## src/rtl/rp_pkg.sv

```systemverilog
package rp_pkg;
    parameter int DUTY_W = 8;
    localparam int DMAX  = 2 ** (DUTY_W - 2);
    localparam int TW    = $clog2(2 * DMAX + 1);
    localparam int NPH   = 3;
    localparam int NEDGE = 2 * NPH;

    typedef struct packed {
        logic [TW-1:0] t;
        logic          fall;
        logic [1:0]    ph;
    } sw_edge_t;

    typedef enum logic [2:0] {
        S_IDLE,
        S_SORT,
        S_INTEG,
        S_SCALE,
        S_DIV
    } rp_state_e;
endpackage

```

## src/rtl/rp_edge_gen.sv

```systemverilog
module rp_edge_gen
    import rp_pkg::*;
(
    input  logic signed [DUTY_W-1:0] duty   [NPH],
    output logic signed [DUTY_W-1:0] dclamp [NPH],
    output sw_edge_t                 edges  [NEDGE]
);
    for (genvar k = 0; k < NPH; k++) begin : g_ph
        logic [DUTY_W-1:0] mag;
        always_comb begin
            if (duty[k] > DUTY_W'(DMAX))
                dclamp[k] = DUTY_W'(DMAX);
            else if (duty[k] < -DUTY_W'(DMAX))
                dclamp[k] = -DUTY_W'(DMAX);
            else
                dclamp[k] = duty[k];
            mag = dclamp[k][DUTY_W-1] ? DUTY_W'(-dclamp[k]) : DUTY_W'(dclamp[k]);
            // pulse centred in the period: rise before centre, fall after
            edges[2*k]   = '{t: TW'(DMAX) - TW'(mag), fall: 1'b0, ph: 2'(k)};
            edges[2*k+1] = '{t: TW'(DMAX) + TW'(mag), fall: 1'b1, ph: 2'(k)};
        end
    end
endmodule

```

## src/rtl/rp_slope.sv

```systemverilog
module rp_slope
    import rp_pkg::*;
#(
    parameter int SW = DUTY_W + 4
) (
    input  logic signed [1:0]        lv   [NPH],
    input  logic signed [DUTY_W-1:0] dref [NPH],
    input  logic signed [DUTY_W+1:0] dsum,
    output logic signed [SW-1:0]     term [NPH]
);
    logic signed [3:0] lsum;
    assign lsum = 4'(lv[0]) + 4'(lv[1]) + 4'(lv[2]);

    for (genvar k = 0; k < NPH; k++) begin : g_term
        // instantaneous level minus mean level, minus balanced average voltage
        assign term[k] = SW'(DMAX * (3 * int'(lv[k]) - int'(lsum))
                           - (3 * int'(dref[k]) - int'(dsum)));
    end
endmodule

```

## src/rtl/ripple_period_predictor.sv

```systemverilog
module ripple_period_predictor
    import rp_pkg::*;
#(
    parameter int TNW  = 12,
    parameter int VW   = 8,
    parameter int LIW  = 8,
    parameter int LW   = 16,
    parameter int RSH  = 16,
    parameter int TMIN = 64,
    parameter int TMAX = 2047
) (
    input  logic                     clk,
    input  logic                     rst_n,
    input  logic                     start,
    input  logic signed [DUTY_W-1:0] duty_a,
    input  logic signed [DUTY_W-1:0] duty_b,
    input  logic signed [DUTY_W-1:0] duty_c,
    input  logic [TNW-1:0]           tnom,
    input  logic [VW-1:0]            vdc,
    input  logic [LIW-1:0]           linv,
    input  logic [LW-1:0]            limit,
    output logic                     valid,
    output logic [TNW+VW+LIW+TW+DUTY_W+4-RSH-1:0] ripple_max,
    output logic [TNW-1:0]           period_next
);
    localparam int SW  = DUTY_W + 4;
    localparam int AW  = TW + DUTY_W + 4;
    localparam int KW  = VW + LIW + TNW;
    localparam int PRW = AW + KW;
    localparam int RW  = PRW - RSH;
    localparam int NW  = TNW + LW;
    localparam int CW  = $clog2(NW + NEDGE + 1);

    rp_state_e state, state_nx;
    logic [CW-1:0]            cnt;
    sw_edge_t                 edg     [NEDGE];
    sw_edge_t                 sort_nx [NEDGE];
    sw_edge_t                 gen_e   [NEDGE];
    logic signed [DUTY_W-1:0] din     [NPH];
    logic signed [DUTY_W-1:0] dcl     [NPH];
    logic signed [DUTY_W-1:0] d_q     [NPH];
    logic signed [DUTY_W+1:0] dsum_q;
    logic [VW-1:0]            vdc_q;
    logic [LIW-1:0]           linv_q;
    logic [TNW-1:0]           tnom_q;
    logic [LW-1:0]            lim_q;
    logic signed [1:0]        lv      [NPH];
    logic signed [SW-1:0]     term    [NPH];
    logic signed [AW-1:0]     acc     [NPH];
    logic signed [AW-1:0]     acc_nx  [NPH];
    logic signed [AW-1:0]     amax    [NPH];
    logic signed [AW-1:0]     amin    [NPH];
    logic [TW-1:0]            tprev, tcur, dlt;
    logic [AW-1:0]            peak;
    logic [PRW-1:0]           prod;
    logic [RW-1:0]            rip_q;
    logic [NW-1:0]            num_q, quo_nx, quo_q;
    logic [RW:0]              rem_q, rem_sh, rem_nx;
    logic                     ge;
    logic [TNW-1:0]           per_c;
    logic [$clog2(NEDGE)-1:0] eidx;

    assign din = '{duty_a, duty_b, duty_c};

    rp_edge_gen u_edges (.duty(din), .dclamp(dcl), .edges(gen_e));
    rp_slope #(.SW(SW)) u_slope (.lv(lv), .dref(d_q), .dsum(dsum_q), .term(term));

    // one odd/even transposition pass; rising edge wins a tie
    always_comb begin
        sort_nx = edg;
        for (int i = 0; i < NEDGE - 1; i++) begin
            if ((i % 2) == int'(cnt[0]) &&
                {edg[i].t, edg[i].fall} > {edg[i+1].t, edg[i+1].fall}) begin
                sort_nx[i]   = edg[i+1];
                sort_nx[i+1] = edg[i];
            end
        end
    end

    // interval step: end time, length and new running sums
    always_comb begin
        eidx = (cnt < CW'(NEDGE)) ? cnt[$clog2(NEDGE)-1:0] : '0;
        tcur = (cnt < CW'(NEDGE)) ? edg[eidx].t : TW'(2 * DMAX);
        dlt  = tcur - tprev;
        for (int k = 0; k < NPH; k++)
            acc_nx[k] = acc[k] + AW'(int'(term[k]) * int'(dlt));
    end

    // worst phase magnitude and scaled ripple
    always_comb begin
        peak = '0;
        for (int k = 0; k < NPH; k++) begin
            if (AW'(amax[k]) > peak)  peak = AW'(amax[k]);
            if (AW'(-amin[k]) > peak) peak = AW'(-amin[k]);
        end
        prod = PRW'(peak) * PRW'(vdc_q) * PRW'(linv_q) * PRW'(tnom_q);
    end

    // restoring division step and saturation of the final quotient
    always_comb begin
        rem_sh = {rem_q[RW-1:0], num_q[NW-1]};
        ge     = rem_sh >= {1'b0, rip_q};
        rem_nx = ge ? rem_sh - {1'b0, rip_q} : rem_sh;
        quo_nx = {quo_q[NW-2:0], ge};
        if (rip_q == '0 || quo_nx > NW'(TMAX))
            per_c = TNW'(TMAX);
        else if (quo_nx < NW'(TMIN))
            per_c = TNW'(TMIN);
        else
            per_c = quo_nx[TNW-1:0];
    end

    always_comb begin
        state_nx = state;
        unique case (state)
            S_IDLE:  if (start) state_nx = S_SORT;
            S_SORT:  if (cnt == CW'(NEDGE - 1)) state_nx = S_INTEG;
            S_INTEG: if (cnt == CW'(NEDGE)) state_nx = S_SCALE;
            S_SCALE: state_nx = S_DIV;
            S_DIV:   if (cnt == CW'(NW - 1)) state_nx = S_IDLE;
            default: state_nx = S_IDLE;
        endcase
    end

    always_ff @(posedge clk or negedge rst_n) begin
        if (!rst_n) state <= S_IDLE;
        else        state <= state_nx;
    end

    always_ff @(posedge clk or negedge rst_n) begin
        if (!rst_n) begin
            cnt <= '0; valid <= 1'b0; ripple_max <= '0; period_next <= TNW'(TMAX);
            dsum_q <= '0; vdc_q <= '0; linv_q <= '0; tnom_q <= '0; lim_q <= '0;
            tprev <= '0; rip_q <= '0; num_q <= '0; rem_q <= '0; quo_q <= '0;
            for (int i = 0; i < NEDGE; i++) edg[i] <= '0;
            for (int k = 0; k < NPH; k++) begin
                d_q[k] <= '0; lv[k] <= '0; acc[k] <= '0; amax[k] <= '0; amin[k] <= '0;
            end
        end else begin
            valid <= 1'b0;
            unique case (state)
                S_IDLE: if (start) begin
                    edg    <= gen_e;
                    d_q    <= dcl;
                    dsum_q <= (DUTY_W+2)'(dcl[0]) + (DUTY_W+2)'(dcl[1]) + (DUTY_W+2)'(dcl[2]);
                    vdc_q <= vdc; linv_q <= linv; tnom_q <= tnom; lim_q <= limit;
                    cnt <= '0; tprev <= '0;
                    for (int k = 0; k < NPH; k++) begin
                        lv[k] <= '0; acc[k] <= '0; amax[k] <= '0; amin[k] <= '0;
                    end
                end
                S_SORT: begin
                    edg <= sort_nx;
                    cnt <= (cnt == CW'(NEDGE - 1)) ? '0 : cnt + 1'b1;
                end
                S_INTEG: begin
                    tprev <= tcur;
                    for (int k = 0; k < NPH; k++) begin
                        acc[k] <= acc_nx[k];
                        if (acc_nx[k] > amax[k]) amax[k] <= acc_nx[k];
                        if (acc_nx[k] < amin[k]) amin[k] <= acc_nx[k];
                        if (cnt < CW'(NEDGE) && edg[eidx].ph == 2'(k))
                            lv[k] <= edg[eidx].fall ? 2'sb00 :
                                     (d_q[k] > 0) ? 2'sb01 :
                                     (d_q[k] < 0) ? 2'sb11 : 2'sb00;
                    end
                    cnt <= (cnt == CW'(NEDGE)) ? '0 : cnt + 1'b1;
                end
                S_SCALE: begin
                    rip_q <= prod[PRW-1:RSH];
                    num_q <= NW'(tnom_q) * NW'(lim_q);
                    rem_q <= '0; quo_q <= '0; cnt <= '0;
                end
                S_DIV: begin
                    num_q <= {num_q[NW-2:0], 1'b0};
                    rem_q <= rem_nx;
                    quo_q <= quo_nx;
                    cnt   <= cnt + 1'b1;
                    if (cnt == CW'(NW - 1)) begin
                        valid       <= 1'b1;
                        ripple_max  <= rip_q;
                        period_next <= per_c;
                    end
                end
                default: ;
            endcase
        end
    end

    // ---------------- assertions ----------------
    a_r7_valid_single: assert property (@(posedge clk) disable iff (!rst_n)
        valid |=> !valid);
    a_r5_period_range: assert property (@(posedge clk) disable iff (!rst_n)
        valid |-> (period_next >= TNW'(TMIN) && period_next <= TNW'(TMAX)));
    a_r6_zero_gives_max: assert property (@(posedge clk) disable iff (!rst_n)
        (valid && ripple_max == '0) |-> period_next == TNW'(TMAX));
    for (genvar k = 0; k < NPH; k++) begin : g_chk
        a_r8_hold_busy: assert property (@(posedge clk) disable iff (!rst_n)
            (state != S_IDLE && state_nx != S_IDLE) |=> $stable(d_q[k]));
        a_r3_net_zero: assert property (@(posedge clk) disable iff (!rst_n)
            (state == S_SCALE) |-> acc[k] == '0);
        a_r3_extrema_sign: assert property (@(posedge clk) disable iff (!rst_n)
            (amax[k] >= 0 && amin[k] <= 0));
    end
    for (genvar i = 0; i < NEDGE - 1; i++) begin : g_ord
        a_r2_sorted: assert property (@(posedge clk) disable iff (!rst_n)
            (state == S_INTEG && cnt == '0) |->
            {edg[i].t, edg[i].fall} <= {edg[i+1].t, edg[i+1].fall});
    end
endmodule

```

## config.mk

```make
export PLATFORM = sky130hd
export DESIGN_NAME = ripple_period_predictor
export DESIGN_NICKNAME = d
export VERILOG_FILES = /design/src/rtl/rp_pkg.sv /design/src/rtl/rp_edge_gen.sv /design/src/rtl/rp_slope.sv /design/src/rtl/ripple_period_predictor.sv
export SDC_FILE = /design/constraint.sdc
export NUM_CORES = 2
export LEC_CHECK = 0
export BUFFER_PORTS_ARGS = -buffer_cell sky130_fd_sc_hd__buf_2
export CORE_MARGIN = 4
export CORE_UTILIZATION = 71
export CTS_CLUSTER_DIAMETER = 50
export DETAILED_ROUTE_END_ITERATION = 8
export PLACE_DENSITY = 0.91
export SETUP_SLACK_MARGIN = 0.02
export SLEW_MARGIN = 20
export SYNTH_ARGS = -nofsm -noshare
export SYNTH_HDL_FRONTEND = slang
export SYNTH_HIERARCHICAL = 1
export SYNTH_SLANG_ARGS = --single-unit
```

## constraint.sdc

```tcl
create_clock -name clk -period 42.6 [get_ports clk]
set_clock_uncertainty 0.05 [all_clocks]
set_input_delay 8.52 -clock clk [delete_from_list [all_inputs] [get_ports clk]]
set_output_delay 8.52 -clock clk [all_outputs]
set_load 0.05 [all_outputs]
```

Word level (Yosys, flattened, before mapping)
Index checks and enable logic that the tools add are counted.

Logic and storage cells: 261. Register bits: 511. Output and inout port bits: 45. Input bits: 71.

Reductions and logical operators: 36. $lt $le $gt $ge: 34. Bitwise logic cells: 2. Multipliers: 13. Mux-type cells: 69. Equal/unequal tests: 28. Add/sub/neg operators: 31.

Operators by type and width (count): $pmux 60 s2 (3); $mux 20 (12); $gt 20x20->1 (8); $pmux 66 s2 (1); $mux 22 (5); $mux 8 (11); $mux 66 (1); $pmux 32 s2 (1); $add 20x20->20 (3); $lt 20x20->1 (3); $mul 12x9->20 (3); $mux 60 (1); $neg 20->20 (3); $pmux 28 s2 (1); $pmux 27 s2 (1); $mul 36x12->48 (1); $gt 9x9->1 (5); $reduce_and 3->1 (15); $mul 28x8->36 (1); $sub 11x10->12 (3); $sub 12x12->12 (3); $bmux 11 s3 (1); $ge 33x32->1 (1); $mul 3x8->11 const A (3); other kinds (54) (123).

Depth between registers and ports, before layout
Depth in word-level cells: 15. Mapped depth: 141. Gate-level depth less buffers: 133.

Modules after synthesis
Netlist, hierarchy kept.

Modules (own cells, without submodules): ripple_period_predictor (times used 1, seq. area each 12801.0 um^2, area each 73355.4 um^2, cells each 8302); rp_slope (times used 1, seq. area each 0.0 um^2, area each 3896.2 um^2, cells each 441); rp_edge_gen (times used 1, seq. area each 0.0 um^2, area each 1335.0 um^2, cells each 207).

Worst setup path after synthesis
OpenSTA, ideal clock, no wires.

Path kind: reg2reg. Start point: register amin[42] (netlist bit). End point: register rip_q[29]. Period minus slack after synthesis: 27237 ps. Required time: 42481 ps. Setup time: 69 ps. Data arrival time: 27118 ps. Cell stages (with the launch flop): 138. Path buffers: 9. Setup slack: 15363 ps. Cells stage by stage: dfrtp_1 > nor2_1 > nand2_1 > nor3_1 > nand3_1 > nor4_1 > nand3_1 > xnor2_1 > ha_1 > nand4_1 > nor2_1 > a22oi_2 > nand4_1 > nand2_1 > buf_1 > clkbuf_1 > mux2i_1 > ha_1 > (+102 left out) > fa_1 > inv_1 > fa_1 > fa_1 > inv_1 > fa_1 > inv_1 > ha_1 > a21o_1 > a21o_1 > a21o_1 > a21oi_1 > nor2b_1 > o21ai_0 > nand2b_1 > a21o_1 > or3_1 > nand3_1.

Cells in the longest elaborated chain, start to end: 14.

RTL lines: from (decl) (RTL line ripple_period_predictor.sv:52) `logic signed [AW-1:0] amin [NPH];`; from (signal, indexed assignment) (RTL line ripple_period_predictor.sv:137) `d_q[k] <= '0; lv[k] <= '0; acc[k] <= '0; amax[k] <= '0; amin[k] <= '0;`; from (signal, indexed assignment) (RTL line ripple_period_predictor.sv:149) `lv[k] <= '0; acc[k] <= '0; amax[k] <= '0; amin[k] <= '0;`; $neg 20->20 * (RTL line ripple_period_predictor.sv:94) `if (AW'(-amin[k]) > peak) peak = AW'(-amin[k]);`; $gt 20x20->1 (RTL line ripple_period_predictor.sv:94); $mux 20 * (RTL line ripple_period_predictor.sv:94); $gt 20x20->1 (RTL line ripple_period_predictor.sv:93) `if (AW'(amax[k]) > peak) peak = AW'(amax[k]);`; $mux 20 * (RTL line ripple_period_predictor.sv:93); $gt 20x20->1 (RTL line ripple_period_predictor.sv:94); $mux 20 * (RTL line ripple_period_predictor.sv:94); $gt 20x20->1 (RTL line ripple_period_predictor.sv:93); $mux 20 * (RTL line ripple_period_predictor.sv:93); $gt 20x20->1 (RTL line ripple_period_predictor.sv:94); $mux 20 * (RTL line ripple_period_predictor.sv:94); $mul 20x8->28 * (RTL line ripple_period_predictor.sv:96) `prod = PRW'(peak) * PRW'(vdc_q) * PRW'(linv_q) * PRW'(tnom_q);`; $mul 28x8->36 * (RTL line ripple_period_predictor.sv:96); $mul 36x12->48 * (RTL line ripple_period_predictor.sv:96); to (signal assigned) (RTL line ripple_period_predictor.sv:170) `rip_q <= prod[PRW-1:RSH];`; to (decl) (RTL line ripple_period_predictor.sv:56) `logic [RW-1:0] rip_q;`.

Every way passes the cells marked *; elsewhere a longest branch is shown, timed or not. A chain may end at the register's enable or synchronous reset.

Worst setup path after layout
Start point: register amin[42] (netlist bit). End point: register rip_q[30].

Same word-level chain as after synthesis.

==> flow_metrics.tcl <==
set metrics [dict create \
    grt_pass1_vias 70200 \
    clkTransAtPathRegs_ns 0.06 \
    dp_hpwl_mm 162 \
    ys.flop_type "dfrtp_1" \
    placed_area_sq_um 80400 \
    synth_compound_area_frac 0.112 \
    avgSynthCellArea_sq_um 8.78 \
    cp_slowest_cell "o31ai_2" \
    drive_above_1_share 0.0613 \
    cts_tree "yes" \
    drt-total-wl_mm 215 \
    min_period_over_period 0.732 \
    rows 121 \
    synth-async-reset-ratio 1.00 \
    initial_utilization 0.719 \
    worst_hold_slack_ns 0.434 \
    clk_latency_ns 0.69 \
    start_kind "flop" \
    slew_viol_final 0 \
    dr.pass1.iters 9 \
    cts_sinks 511 \
    portBuffers 115 \
    worstSetupPathType "flop to flop" \
    final_nets 10800 \
    grt_pass1_wl_mm 354 \
    dieWidth_um 341 \
    synthAdderAreaFrac 0.404 \
    clockBufferDepth 3 \
    overflow 0 \
    vias_per_cell 6.24 \
    ctsResizeCount 0 \
    cts_max_level 3 \
    cp-end-kind "flop" \
    clock-root-buffer "clkbuf_16" \
    synth_xor_area_frac 0.0328 \
    cpPeakStageDelay_ns 1.03 \
    yosysWarnings 6 \
    die_y_um 341 \
    path_common_cell "a21o_1" \
    cts_hold_buf 0 \
    core_area_sq_um 109000 \
    drt-initial-drc-count 6059 \
    finalSetupViolCount 0 \
    drc 0 \
    wl_per_cell_um 20.7 \
    critPathArrivalTime_ns 31.75 \
    maxCapViolCount 0 \
    final_antenna_net_count 0 \
    grt_max_degree 151 \
    synthSimpleGateAreaFrac 0.168 \
    antenna_found_initial 3 \
    numCtsBuffers 76 \
    worst_slew_pin_slew_ns 1.22 \
    vias 64900 \
    fin_crit_ns 31.20 \
    slew_headroom 0.181 \
    post_cts_buffers 0 \
    cp.required_ns 43.15 \
    syn_area_sq_um 78600 \
    grt_setup_unrepaired "no" \
    ys_types 101 \
    gp_congestion 0.969 \
    path_max_fanout 41 \
    grt_usage 0.376 \
    synth_top_family_by_area "adder cells" \
    synth_mux_area_frac 0.0238 \
    fmax_ghz 0.0321 \
    fin_tns_setup_ns 0 \
    synthCells 8950 \
    syn_to_final_growth_pct 5.70 \
    yosysSeqAreaShare 0.163 \
    hold_path_class "flop to flop" \
    fin_util 0.760 \
    num_io_pins 116 \
    dieArea_sq_um 116000 \
    final_cell_area_sq_um 83100 \
    finalHoldViolCount 0 \
    synth_edf_count 0 \
    synth_seq_cells 511 \
    status "finished clean" \
]
[final timing paths]
| kind | startpoint | end | slack [ns] | cells after the start |
|---|---|---|---|---|
| max | amin[42]$_DFFE_PN0P_ | rip_q[30]$_DFFE_PN0P_ | 11.40 | 123 |
| min | num_q[3]$_DFFE_PN0P_ | num_q[3]$_DFFE_PN0P_ | 0.43 | 2 |
| max reg2reg | amin[42]$_DFFE_PN0P_ | rip_q[30]$_DFFE_PN0P_ | 11.40 | 123 |
| min reg2reg | num_q[3]$_DFFE_PN0P_ | num_q[3]$_DFFE_PN0P_ | 0.43 | 2 |
| max in group asynchronous | rst_n | lim_q[8]$_DFFE_PN0P_ | 32.39 | 3 |
| min in group asynchronous | rst_n | quo_q[10]$_DFFE_PN0P_ | 7.83 | 1 |
[through the flow]
stage / worst slack [ns] / cells
final: 11.40 / 10400
after floorplan: 15.36 / 8966
after global placement: 13.42 / 10300
after global routing: 9.32 / 10400
after detailed placement: 12.39 / 10300
after CTS: 12.17 / 10400
[worst max-delay path, delay by kind of cell, from the launching register on]
family	cells	cell delay, ns
AND/OR/NAND/NOR	28	6.48
multiplexers	1	0.47
XOR/XNOR	3	1.49
adder cells (fa/ha/maj)	21	8.97
AO/OA/AOI/OAI	56	11.23
buffers and inverters	14	1.91
flip-flops	1	0.45
[registers in the layout (all words and copies together) (netlist names), 3 cells and up]
register and flops:
quo_q 27, num_q 28, acc 60, period_next 12, lv 6, tnom_q 12, rem_q 32, lim_q 16
d_q 24, edg 66, state 3, amin 60, amax 60, rip_q 32, vdc_q 8, cnt 6
tprev 8, linv_q 8, dsum_q 10, ripple_max 32
[synth_stat cells (all sizes together), types with 82 or more instances]
| cell type | instances | area (sq um) |
|---|---|---|
| ha | 801 | 10000 |
| nand2 | 1247 | 4680 |
| and2 | 665 | 4160 |
| mux2 | 116 | 1310 |
| o21ai | 374 | 1890 |
| inv | 1611 | 6050 |
| clkbuf | 323 | 1210 |
| nor3 | 109 | 556 |
| a21oi | 320 | 1610 |
| nand2b | 93 | 582 |
| dfrtp | 500 | 12500 |
| nand3 | 82 | 428 |
| a21o | 212 | 1590 |
| fa | 1085 | 21700 |
| nor2 | 295 | 1110 |
| xnor2 | 242 | 2120 |
[logic make-up (layout without fill, tap and decap cells)]
kind of cell / count (synthesis) / count (layout)
simple gates: 2750 / 2750
buf+inv: 1988 / 1950
fa+ha+maj: 1886 / 1886
compound gates: 1347 / 1347
flops: 511 / 511
xor+xnor: 294 / 294
mux: 172 / 172
other cells: 2 / 21
[placed cells by master, fill, tap and decap left out, types with 77 or more instances in the layout]
cell,instances
and2_1,663
o21ai_0,327
buf_2,114
nor2_1,292
fa_1,1085
nand2b_1,93
nand2_1,1245
ha_1,801
buf_4,84
inv_1,1610
mux2_2,116
xnor2_1,235
nor3_1,104
clkbuf_16,77
nand3_1,80
a21oi_1,314
a21o_1,212
dfrtp_1,499
[area by class of cell]
type	count	area (sq um)
inverter	1612	6050
antenna	3	7.51
multi-input combinational	6467	58500
clock inverter	47	603
sequential	511	12800
tap	1476	1850
timing repair buffer	201	1250
fill	6906	26200
clock buffer	90	2020
[layer usage]
metal,wire (um),track usage
met2,103000,0.627
met5,9,0
met4,14900,0.224
met1,76600,0.454
met3,21300,0.0781
Power is not shown: default switching activity piles up to over one toggle a cycle in this logic, so the estimate is an artifact.
